===== config.mk =====
export PLATFORM = sky130hd
export DESIGN_NAME = pwm_chan
export DESIGN_NICKNAME = d
export VERILOG_FILES = /design/src/rtl/pwm_pkg.sv /design/src/rtl/pwm_regs.sv /design/src/rtl/pwm_shadow.sv /design/src/rtl/pwm_clkdiv.sv /design/src/rtl/pwm_core.sv /design/src/rtl/pwm_chan.sv
export SDC_FILE = /design/constraint.sdc
export NUM_CORES = 1
export LEC_CHECK = 0
export ABC_AREA = 0
export BUFFER_PORTS_ARGS = -buffer_cell sky130_fd_sc_hd__buf_2
export CAP_MARGIN = 25
export CORE_AREA = 4 4 168 170
export CTS_BUF_LIST = sky130_fd_sc_hd__clkbuf_8
export DETAILED_ROUTE_END_ITERATION = 8
export DIE_AREA = 0 0 172 174
export HOLD_SLACK_MARGIN = 0.02
export PLACE_DENSITY = 0.68
export SKIP_LAST_GASP = 1
export SYNTH_ARGS = -nofsm -noshare
export SYNTH_HDL_FRONTEND = slang
export SYNTH_SLANG_ARGS = --single-unit

===== constraint.sdc =====
create_clock -name clk -period 4.55 [get_ports clk]
set_input_delay 0 -clock clk [delete_from_list [all_inputs] [get_ports clk]]
set_output_delay 0 -clock clk [all_outputs]
set_load 0.02 [all_outputs]

===== src/rtl/pwm_pkg.sv =====
package pwm_pkg;

    localparam int DATA_W  = 32;
    localparam int ADDR_W  = 5;
    localparam int SCALE_W = 8;
    localparam int RUNS_W  = 8;

    localparam logic [ADDR_W-1:0] A_COUNT  = 5'h00;
    localparam logic [ADDR_W-1:0] A_PERIOD = 5'h04;
    localparam logic [ADDR_W-1:0] A_DUTY   = 5'h08;
    localparam logic [ADDR_W-1:0] A_CTRL   = 5'h0C;
    localparam logic [ADDR_W-1:0] A_STAT   = 5'h10;
    localparam logic [ADDR_W-1:0] A_IEN    = 5'h14;

    localparam int B_EN      = 0;
    localparam int B_MODE    = 1;
    localparam int B_ACT_HI  = 3;
    localparam int B_IDLE_HI = 4;
    localparam int B_CENTER  = 5;
    localparam int B_HOLD    = 6;
    localparam int B_SCALED  = 9;
    localparam int B_SCALE   = 16;
    localparam int B_RUNS    = 24;

    typedef enum logic [1:0] {
        MODE_COUNTED = 2'b00,
        MODE_FREE    = 2'b01,
        MODE_SAMPLE  = 2'b10,
        MODE_RSVD    = 2'b11
    } run_mode_e;

    typedef enum logic [1:0] {
        ST_IDLE = 2'd0,
        ST_UP   = 2'd1,
        ST_DOWN = 2'd2
    } seq_state_e;

    typedef struct packed {
        logic [DATA_W-1:0] period;
        logic [DATA_W-1:0] duty;
        logic              act_hi;
        logic              idle_hi;
    } wave_cfg_t;

endpackage


===== src/rtl/pwm_regs.sv =====
module pwm_regs
    import pwm_pkg::*;
(
    input  logic               clk,
    input  logic               rst_n,
    input  logic               bus_wr,
    input  logic [ADDR_W-1:0]  bus_addr,
    input  logic [DATA_W-1:0]  bus_wdata,
    output logic [DATA_W-1:0]  bus_rdata,
    input  logic [DATA_W-1:0]  cnt_val,
    input  logic               run_done,
    output wave_cfg_t          prog_cfg,
    output logic               en,
    output run_mode_e          mode,
    output logic               center,
    output logic               hold,
    output logic               scaled,
    output logic [SCALE_W-1:0] scale,
    output logic [RUNS_W-1:0]  runs_last,
    output logic               irq
);

    logic [DATA_W-1:0] period_q;
    logic [DATA_W-1:0] duty_q;
    logic [DATA_W-1:0] ctrl_q;
    logic              sts_q;
    logic              ien_q;

    logic wr_stat_one;
    assign wr_stat_one = bus_wr && (bus_addr == A_STAT) && bus_wdata[0];

    always_ff @(posedge clk or negedge rst_n) begin
        if (!rst_n) begin
            period_q <= '0;
            duty_q   <= '0;
            ctrl_q   <= '0;
            ien_q    <= 1'b0;
        end else begin
            if (bus_wr) begin
                case (bus_addr)
                    A_PERIOD: period_q <= bus_wdata;
                    A_DUTY:   duty_q   <= bus_wdata;
                    A_CTRL:   ctrl_q   <= bus_wdata;
                    A_IEN:    ien_q    <= bus_wdata[0];
                    default:  ;
                endcase
            end
            if (run_done) begin
                ctrl_q[B_EN] <= 1'b0;
            end
        end
    end

    always_ff @(posedge clk or negedge rst_n) begin
        if (!rst_n) begin
            sts_q <= 1'b0;
        end else if (run_done) begin
            sts_q <= 1'b1;
        end else if (wr_stat_one) begin
            sts_q <= 1'b0;
        end
    end

    always_comb begin
        case (bus_addr)
            A_COUNT:  bus_rdata = cnt_val;
            A_PERIOD: bus_rdata = period_q;
            A_DUTY:   bus_rdata = duty_q;
            A_CTRL:   bus_rdata = ctrl_q;
            A_STAT:   bus_rdata = {{(DATA_W-1){1'b0}}, sts_q};
            A_IEN:    bus_rdata = {{(DATA_W-1){1'b0}}, ien_q};
            default:  bus_rdata = '0;
        endcase
    end

    assign prog_cfg.period  = period_q;
    assign prog_cfg.duty    = duty_q;
    assign prog_cfg.act_hi  = ctrl_q[B_ACT_HI];
    assign prog_cfg.idle_hi = ctrl_q[B_IDLE_HI];
    assign en        = ctrl_q[B_EN];
    assign mode      = run_mode_e'(ctrl_q[B_MODE +: 2]);
    assign center    = ctrl_q[B_CENTER];
    assign hold      = ctrl_q[B_HOLD];
    assign scaled    = ctrl_q[B_SCALED];
    assign scale     = ctrl_q[B_SCALE +: SCALE_W];
    assign runs_last = ctrl_q[B_RUNS +: RUNS_W];
    assign irq       = sts_q & ien_q;

    p_done_clears_en_r8: assert property (@(posedge clk) disable iff (!rst_n)
        run_done |=> !en);

    p_done_sets_sts_r9: assert property (@(posedge clk) disable iff (!rst_n)
        run_done |=> sts_q);

    p_w1c_clears_r9: assert property (@(posedge clk) disable iff (!rst_n)
        (wr_stat_one && !run_done) |=> !sts_q);

endmodule


===== src/rtl/pwm_shadow.sv =====
module pwm_shadow
    import pwm_pkg::*;
(
    input  logic      clk,
    input  logic      rst_n,
    input  wave_cfg_t prog_cfg,
    input  logic      hold,
    input  logic      load_req,
    output wave_cfg_t act_cfg
);

    always_ff @(posedge clk or negedge rst_n) begin
        if (!rst_n) begin
            act_cfg <= '0;
        end else if (load_req && !hold) begin
            act_cfg <= prog_cfg;
        end
    end

    p_hold_freezes_r6: assert property (@(posedge clk) disable iff (!rst_n)
        hold |=> $stable(act_cfg));

    p_release_loads_r7: assert property (@(posedge clk) disable iff (!rst_n)
        (load_req && !hold) |=> (act_cfg == $past(prog_cfg)));

endmodule


===== src/rtl/pwm_clkdiv.sv =====
module pwm_clkdiv
    import pwm_pkg::*;
#(
    parameter int SW = SCALE_W
) (
    input  logic          clk,
    input  logic          rst_n,
    input  logic          scaled,
    input  logic [SW-1:0] scale,
    input  logic          hold_cnt,
    output logic          tick
);

    localparam int DIV_W = SW + 2;
    localparam logic [DIV_W-1:0] ZERO_LIM = DIV_W'(1) << (SW + 1);

    logic [DIV_W-1:0] div_q;
    logic [DIV_W-1:0] limit;
    logic             at_end;

    assign limit  = (scale == '0) ? ZERO_LIM : {1'b0, scale, 1'b0};
    assign at_end = (div_q == limit - DIV_W'(1));

    always_ff @(posedge clk or negedge rst_n) begin
        if (!rst_n) begin
            div_q <= '0;
        end else if (hold_cnt || !scaled || at_end) begin
            div_q <= '0;
        end else begin
            div_q <= div_q + DIV_W'(1);
        end
    end

    assign tick = !scaled || (at_end && !hold_cnt);

    p_tick_gap_r5: assert property (@(posedge clk) disable iff (!rst_n)
        (tick && scaled) |=> (!tick || !scaled));

endmodule


===== src/rtl/pwm_core.sv =====
module pwm_core
    import pwm_pkg::*;
#(
    parameter int CW = DATA_W,
    parameter int RW = RUNS_W
) (
    input  logic          clk,
    input  logic          rst_n,
    input  logic          en,
    input  run_mode_e     mode,
    input  logic          center,
    input  logic [RW-1:0] runs_last,
    input  logic          tick,
    input  wave_cfg_t     act_cfg,
    output logic [CW-1:0] cnt,
    output logic          pwm_out,
    output logic          load_req,
    output logic          run_done,
    output logic          idle
);

    seq_state_e    state, state_n;
    logic [CW-1:0] cnt_n;
    logic [RW-1:0] runs_q, runs_n;
    logic          go, counted, bnd, fin, at_top;
    logic [CW:0]   cnt_inc;

    assign go      = en && ((mode == MODE_COUNTED) || (mode == MODE_FREE));
    assign counted = (mode == MODE_COUNTED);
    assign cnt_inc = {1'b0, cnt} + {{CW{1'b0}}, 1'b1};
    assign at_top  = (cnt_inc >= {1'b0, act_cfg.period});

    always_comb begin
        state_n = state;
        cnt_n   = cnt;
        runs_n  = runs_q;
        bnd     = 1'b0;
        fin     = 1'b0;
        unique case (state)
            ST_IDLE: begin
                cnt_n  = '0;
                runs_n = '0;
                if (go) state_n = ST_UP;
            end
            ST_UP: begin
                if (!go) begin
                    state_n = ST_IDLE;
                    cnt_n   = '0;
                end else if (tick) begin
                    if (!at_top) begin
                        cnt_n = cnt + CW'(1);
                    end else if (center) begin
                        state_n = ST_DOWN;
                    end else begin
                        bnd   = 1'b1;
                        cnt_n = '0;
                    end
                end
            end
            ST_DOWN: begin
                if (!go) begin
                    state_n = ST_IDLE;
                    cnt_n   = '0;
                end else if (tick) begin
                    if (cnt != '0) begin
                        cnt_n = cnt - CW'(1);
                    end else begin
                        bnd     = 1'b1;
                        state_n = ST_UP;
                    end
                end
            end
            default: begin
                state_n = ST_IDLE;
                cnt_n   = '0;
            end
        endcase
        if (bnd) begin
            if (counted && (runs_q == runs_last)) begin
                fin     = 1'b1;
                state_n = ST_IDLE;
                cnt_n   = '0;
            end else begin
                runs_n = runs_q + RW'(1);
            end
        end
    end

    always_ff @(posedge clk or negedge rst_n) begin
        if (!rst_n) begin
            state  <= ST_IDLE;
            cnt    <= '0;
            runs_q <= '0;
        end else begin
            state  <= state_n;
            cnt    <= cnt_n;
            runs_q <= runs_n;
        end
    end

    always_comb begin
        idle     = (state == ST_IDLE);
        load_req = idle || bnd;
        run_done = fin;
        if (!idle && (cnt < act_cfg.duty)) begin
            pwm_out = act_cfg.act_hi;
        end else begin
            pwm_out = act_cfg.idle_hi;
        end
    end

    p_cnt_range_r11: assert property (@(posedge clk) disable iff (!rst_n)
        ((state != ST_IDLE) && (act_cfg.period != '0)) |-> (cnt < act_cfg.period));

    p_idle_count_zero_r2: assert property (@(posedge clk) disable iff (!rst_n)
        (state == ST_IDLE) |-> (cnt == '0));

    p_done_to_idle_r8: assert property (@(posedge clk) disable iff (!rst_n)
        run_done |=> (state == ST_IDLE));

    p_no_start_sample_r10: assert property (@(posedge clk) disable iff (!rst_n)
        ((state == ST_IDLE) && !go) |=> (state == ST_IDLE));

endmodule


===== src/rtl/pwm_chan.sv =====
module pwm_chan
    import pwm_pkg::*;
(
    input  logic              clk,
    input  logic              rst_n,
    input  logic              bus_wr,
    input  logic [ADDR_W-1:0] bus_addr,
    input  logic [DATA_W-1:0] bus_wdata,
    output logic [DATA_W-1:0] bus_rdata,
    output logic              pwm_out,
    output logic              irq
);

    wave_cfg_t          prog_cfg, act_cfg;
    logic               en, center, hold, scaled, tick;
    logic               load_req, run_done, idle;
    run_mode_e          mode;
    logic [SCALE_W-1:0] scale;
    logic [RUNS_W-1:0]  runs_last;
    logic [DATA_W-1:0]  cnt;

    pwm_regs u_regs (
        .clk       (clk),
        .rst_n     (rst_n),
        .bus_wr    (bus_wr),
        .bus_addr  (bus_addr),
        .bus_wdata (bus_wdata),
        .bus_rdata (bus_rdata),
        .cnt_val   (cnt),
        .run_done  (run_done),
        .prog_cfg  (prog_cfg),
        .en        (en),
        .mode      (mode),
        .center    (center),
        .hold      (hold),
        .scaled    (scaled),
        .scale     (scale),
        .runs_last (runs_last),
        .irq       (irq)
    );

    pwm_shadow u_shadow (
        .clk      (clk),
        .rst_n    (rst_n),
        .prog_cfg (prog_cfg),
        .hold     (hold),
        .load_req (load_req),
        .act_cfg  (act_cfg)
    );

    pwm_clkdiv #(.SW(SCALE_W)) u_div (
        .clk      (clk),
        .rst_n    (rst_n),
        .scaled   (scaled),
        .scale    (scale),
        .hold_cnt (idle),
        .tick     (tick)
    );

    pwm_core #(.CW(DATA_W), .RW(RUNS_W)) u_core (
        .clk       (clk),
        .rst_n     (rst_n),
        .en        (en),
        .mode      (mode),
        .center    (center),
        .runs_last (runs_last),
        .tick      (tick),
        .act_cfg   (act_cfg),
        .cnt       (cnt),
        .pwm_out   (pwm_out),
        .load_req  (load_req),
        .run_done  (run_done),
        .idle      (idle)
    );

endmodule


### Yosys cells after proc, flatten, opt, wreduce, memory -nomap -nowiden

Cells that the tools add are included.

* bits in registers: 216
* input bits: 40
* output and inout bits: 34

* add/sub/neg operators: 6
* $lt $le $gt $ge: 2
* equal/unequal tests: 10
* muxes and demuxes: 43
* bitwise logic cells: 1
* reductions and logical operators: 28

Operators with widths (count)
* $mux 32: 9
* $pmux 32 s6: 1
* $pmux 32 s2: 1
* $add 32x1->33 const B: 1
* $ge 33x32->1: 1
* $add 32x1->32 const B: 1
* $lt 32x32->1: 1
* $reduce_bool 32->1: 1
* $sub 32x1->32 const B: 1
* $mux 8: 3
* $mux 10: 2
* $mux 2: 10
* $mux 1: 15
* $add 10x1->10 const B: 1
* $eq 10x10->1: 1
* $eq 5x4->1 const B: 2
* $eq 5x5->1 const B: 2
* $reduce_and 2->1: 5
* $sub 10x1->10 const B: 1
* $add 8x1->8 const B: 1
* $eq 8x8->1: 1
* $logic_not 8->1: 1
* $logic_and 1x1->1: 7
* $pmux 2 s3: 1
* 10 further kinds: 20

### Depth between registers and ports, before layout

* depth in word-level cells: 12
* mapped depth: 21

### Modules after synthesis

A second synthesis with hierarchy kept.

* cell total of the unflattened synthesis: 1402
* area, all modules: 14365.0 um^2

Modules (own cells, without submodules)
* pwm_core: instances 1, cells each 732, area each 5641.7 um^2, sequential area each 1051.0 um^2
* pwm_regs: instances 1, cells each 429, area each 5182.5 um^2, sequential area each 2452.4 um^2
* pwm_shadow: instances 1, cells each 140, area each 2673.8 um^2, sequential area each 1651.6 um^2
* pwm_clkdiv: instances 1, cells each 101, area each 867.1 um^2, sequential area each 250.2 um^2

### Worst setup path after synthesis

No wires, ideal clock.

* path type: reg-to-reg
* start: register u_core.cnt[12]
* end: register u_shadow.act_cfg[0] (netlist name)
* setup time: 0.125 ns
* arrival: 4.863 ns
* data required time: 4.425 ns
* slack: -0.438 ns
* cell stages (with the launch flop): 21
* clock period less this slack: 4.988 ns
* cells stage by stage: dfrtp_1 clkbuf_1 and3_1 nand2_1 or4_1 or2_2 nor2_1 nand3_1 xnor2_1 ha_1 a21oi_1 o21ai_1 a221o_1 a2111oi_0 a311oi_2 o21ai_2 nor2_4 o21bai_2 buf_6 buf_6 mux2_4

* word-level cells in the longest chain between the ends: 8

RTL lines
* start, declared: line pwm_core.sv:15 `output logic [CW-1:0] cnt,`
* start signal, assigned: line pwm_core.sv:96 `cnt <= cnt_n;`
* $add 32x1->33: line pwm_core.sv:30 `assign cnt_inc = {1'b0, cnt} + {{CW{1'b0}}, 1'b1};`
* $ge 33x32->1: line pwm_core.sv:31 `assign at_top = (cnt_inc >= {1'b0, act_cfg.period});`
* $mux 1: line pwm_core.sv:50 `if (!at_top) begin`
* $mux 1: line pwm_core.sv:49 `end else if (tick) begin`
* $mux 1: line pwm_core.sv:46 `if (!go) begin`
* $pmux 1 s2 (*): line pwm_core.sv:39 `unique case (state)`
* $logic_or 1x1->1 (*): line pwm_core.sv:103 `load_req = idle || bnd;`
* $logic_and 1x1->1 (*): line pwm_shadow.sv:15 `end else if (load_req && !hold) begin`

Mark *: on every way between the ends. The rest lies on a longest branch, timed or not.
A chain may end at the register's enable or synchronous reset.

### Final worst setup path

* start: register u_core.cnt[0]
* end: register u_core.cnt[24]

* word-level cells in the longest chain between the ends: 8

RTL lines
* $add 32x1->33: line pwm_core.sv:30
* $ge 33x32->1: line pwm_core.sv:31
* $mux 32: line pwm_core.sv:50
* $mux 32: line pwm_core.sv:49
* $mux 32: line pwm_core.sv:46
* $pmux 32 s2: line pwm_core.sv:39
* $mux 32: line pwm_core.sv:79 `if (counted && (runs_q == runs_last)) begin`
* $mux 32 (*): line pwm_core.sv:78 `if (bnd) begin`
* via u_core.cnt_n[24]: line pwm_core.sv:23 `logic [CW-1:0] cnt_n;`

The timed path passes the listed nets; every way through them passes the cells marked *.

==> reports/qor.txt <==
HPWL after DPL = 23.7 mm
area grow syn2layout = 21.3%
DRT iter0 DRCs = 1018
routability cong. = 0.920
Least-Margin Pin Slew = 1060 ps
final core occ = 60.1%
Via density = 6.03
I/O Pins = 74
most frequent cells in the layout = dfrtp_1, mux2_2, inv_1
maximum vdd drop = 301 uV
die height = 174 microns
Setup Viol. Count Final = 102
H-tree lvl count = 2
startpoint types = register
worst min-delay path class = input port to asynchronous set/reset pin
kind of critical path = register to register
CTS Root Cell = clkbuf_8
NetSw = 2.28 mW
Antenna diodes = 0
layout cell share with drive strength beyond 1 = 31.7%
Final Cell Area = 0.0161 sq mm
Syn Std Cell Area = 0.0132 sq mm
combinational fraction of design power = 33.3%
CTS Sinks = 216
switch share = 33.6%
Clock transition at path regs = 60 ps
RSZ-0062 raised after global routing = yes
total wire length = 36.6 mm
GR Overflow Total = 0
core region area = 0.0267 sq mm
final setup margin = -146 ps
MaxCap Viol Count = 0
routed vias = 10917
CTS tree = built
largest net degree at the start of global routing = 121
WL/cell = 20.2 microns
Synth cell types = 78
Placed Area = 0.0143 sq mm
die extent in x = 172 microns
max incr delay on CP = 530 ps
Flop pwr share = 40.5%
Avg Inst Size Synth = 10.3 sq um
Slew HR = 29.3%
DR pass1 iterations = 9
predominant post-synthesis flop cell = dfrtp_1
Clock Latency Late Sink = 530 ps
status = complete, but fails checks
failing checks = setup timing
Max Fclk = 0.213 GHz
clock share of power = 26.2%
Post-synth EDFFs = 0
Port Buffer Count = 73
Power Dens Cells = 422 mW/mm^2
Post-Layout Cell Count = 1809
Seq/Total Area, Yosys = 40.8%
Seq cells post-synth = 216
CTS Buf Count = 39
initial antenna violation count = 1
DRC violations left = 0
critical path arrival = 5080 ps
DIE AREA = 0.0299 sq mm
CP Capture Type = register
vias in the first global route = 10920
Post-Synthesis Cells = 1285
tightest hold margin = 142 ps
first-pass GRT wire length = 57.8 mm
pre-CTS WS = -69.9 ps
fin crit share = 103%
Post-synth ARST share = 100%
P_int = 4.50 mW
initial core utilization = 49.5%
cell chain of the critical path = ha_2 > nand3_2 > or4_4 > or2_4 > nor2_4 > nand3_2 > xnor2_2 > ha_1 > nand4_1 > or4_1 > nor2_2 > a2111oi_4 > a311oi_2 > o21ai_2 > buf_4 > buf_6 > o31ai_4 > buf_6 > clkbuf_16 > a31oi_1
Total GRT Usage = 23.7%
Routed Antenna Nets = 0
Ys Warns = 0
final worst path period need = 4700 ps
Leak = 7.54 nW
nets@finish = 1556
syn_nets = 1398
CP Max Fanout = 8
commonest non-fill, non-tap cell in the layout = dfrtp_1
Max clock buf depth = 3
Max Slew Vio Count = 0
Cell Rows = 60
Placed Cells = 1679
Final Skew = 24.1 ps
final hold viol count = 0
Worst path slowest cell = or4_1
Req. time, crit path = 4940 ps
==> power by group through the flow <==
stage          sequential (mW)  clock (mW)  combinational, mW
2_1_floorplan             2.63           0               1.47
3_3_place_gp              2.75           0               1.88
3_5_place_dp              2.77           0               1.94
4_1_cts                   2.74        1.81               2.09
5_1_grt                   2.81        1.90               2.46
6_report                  2.75        1.78               2.26
==> state kept, by name, indices dropped and copies added (netlist names), 2 cells and up <==
name,count
u_regs.ctrl_q,32
u_core.runs_q,8
u_shadow.act_cfg,66
u_core.cnt,32
u_regs.duty_q,32
u_core.state,2
u_regs.period_q,32
u_div.div_q,10
==> stage by stage <==
step                      total power, mW  TNS, ps
after global routing                 7.17   -23900
after detailed placement             4.71    -2060
after floorplan                      4.09        0
after global placement               4.64        0
after CTS                            6.64    -31.1
final                                6.78    -9360
==> kinds of logic (layout without fill, tap and decap cells) <==
logic type,count (synthesis),count (layout),share of synthesized area [%]
and+or+nand+nor,326,326,13.3
buffers and inverters,167,350,5.21
AOI/OAI and AO/OA,272,272,14.3
xor gates and xnor gates,68,68,4.50
muxes,163,163,15.0
adders and majority gates,73,73,6.90
DFF,216,216,40.8
==> worst paths after layout <==
path	start	end	slack, ps	cells after the start
setup / recovery	u_core.cnt[0]	u_core.cnt[24]	-150	20
hold / removal	rst_n	u_regs.duty_q[14]	140	2
setup reg to reg	u_core.cnt[0]	u_core.cnt[24]	-150	20
hold reg to reg	u_shadow.act_cfg[3]	u_shadow.act_cfg[3]	500	1
max in group asynchronous	rst_n	u_regs.duty_q[0]	3310	3
min in group clk	bus_wdata[19]	u_regs.ctrl_q[19]	250	4
==> repair_timing <==
item / 4_1_cts / 5_1_grt
gates resized for setup: 19 / 57
pin swaps: 7 / 29
hold buffers: 37 / 0
endpoints found under the setup margin: 69 / 108
hold endpoints to repair: 217 / 0
gates cloned: 2 / 5
buffers inserted: 11 / 10
==> Yosys cell counts (all sizes together), types with 2 or more instances <==
cell	number	area share, %
dfrtp	216	41
mux2	159	15
a21oi	78	2.9
inv	76	2.2
ha	73	6.9
nand2	69	2.0
nor2	65	1.9
clkbuf	63	1.8
xnor2	43	2.8
a221oi	40	2.7
nand3	39	1.5
a22oi	36	2.0
o21ai	36	1.4
nor3	29	1.1
buf	28	1.3
xor2	25	1.7
and3	21	0.99
nand4	18	0.85
a211oi	13	0.74
a21o	12	0.68
and2	11	0.54
nand2b	11	0.52
a222oi	10	0.76
nor4	10	0.63
or4	10	0.65
a31oi	9	0.43
nor2b	9	0.43
o31ai	8	0.49
or3	8	0.42
nor4b	6	0.56
or2	6	0.30
nand4b	5	0.33
and4	4	0.26
mux2i	4	0.30
o2111ai	3	0.20
o211a	3	0.23
a2111oi	2	0.13
o211ai	2	0.11
o21a	2	0.11
o311a	2	0.15
o311ai	2	0.13
o31a	2	0.13
==> routing by layer <==
layer	global-route usage [%]	wire length, microns	up-vias
met5	0	7	-
met4	6.26	804	2
met3	3.37	2040	82
met2	38.5	17500	370
met1	33.2	16300	5447
li1	-	-	5016
==> worst max-delay path, delay by kind of cell, from the launching register on <==
| family | cells | cell delay, ps |
|---|---|---|
| flip-flops | 1 | 380 |
| buffers and inverters | 4 | 630 |
| XOR/XNOR | 1 | 150 |
| adder cells (fa/ha/maj) | 2 | 510 |
| AO/OA/AOI/OAI | 5 | 880 |
| AND/OR/NAND/NOR | 8 | 2000 |
==> final cells by class <==
| class | count | area, sq um |
|---|---|---|
| Sequential cell | 216 | 5410 |
| Inverter | 76 | 285 |
| Tap cell | 341 | 427 |
| Clock inverter | 16 | 62.6 |
| Timing Repair Buffer | 208 | 1660 |
| Multi-Input combinational cell | 902 | 7530 |
| Fill cell | 2235 | 10700 |
| Clock buffer | 50 | 688 |
Power figures use the tool's default switching activity.
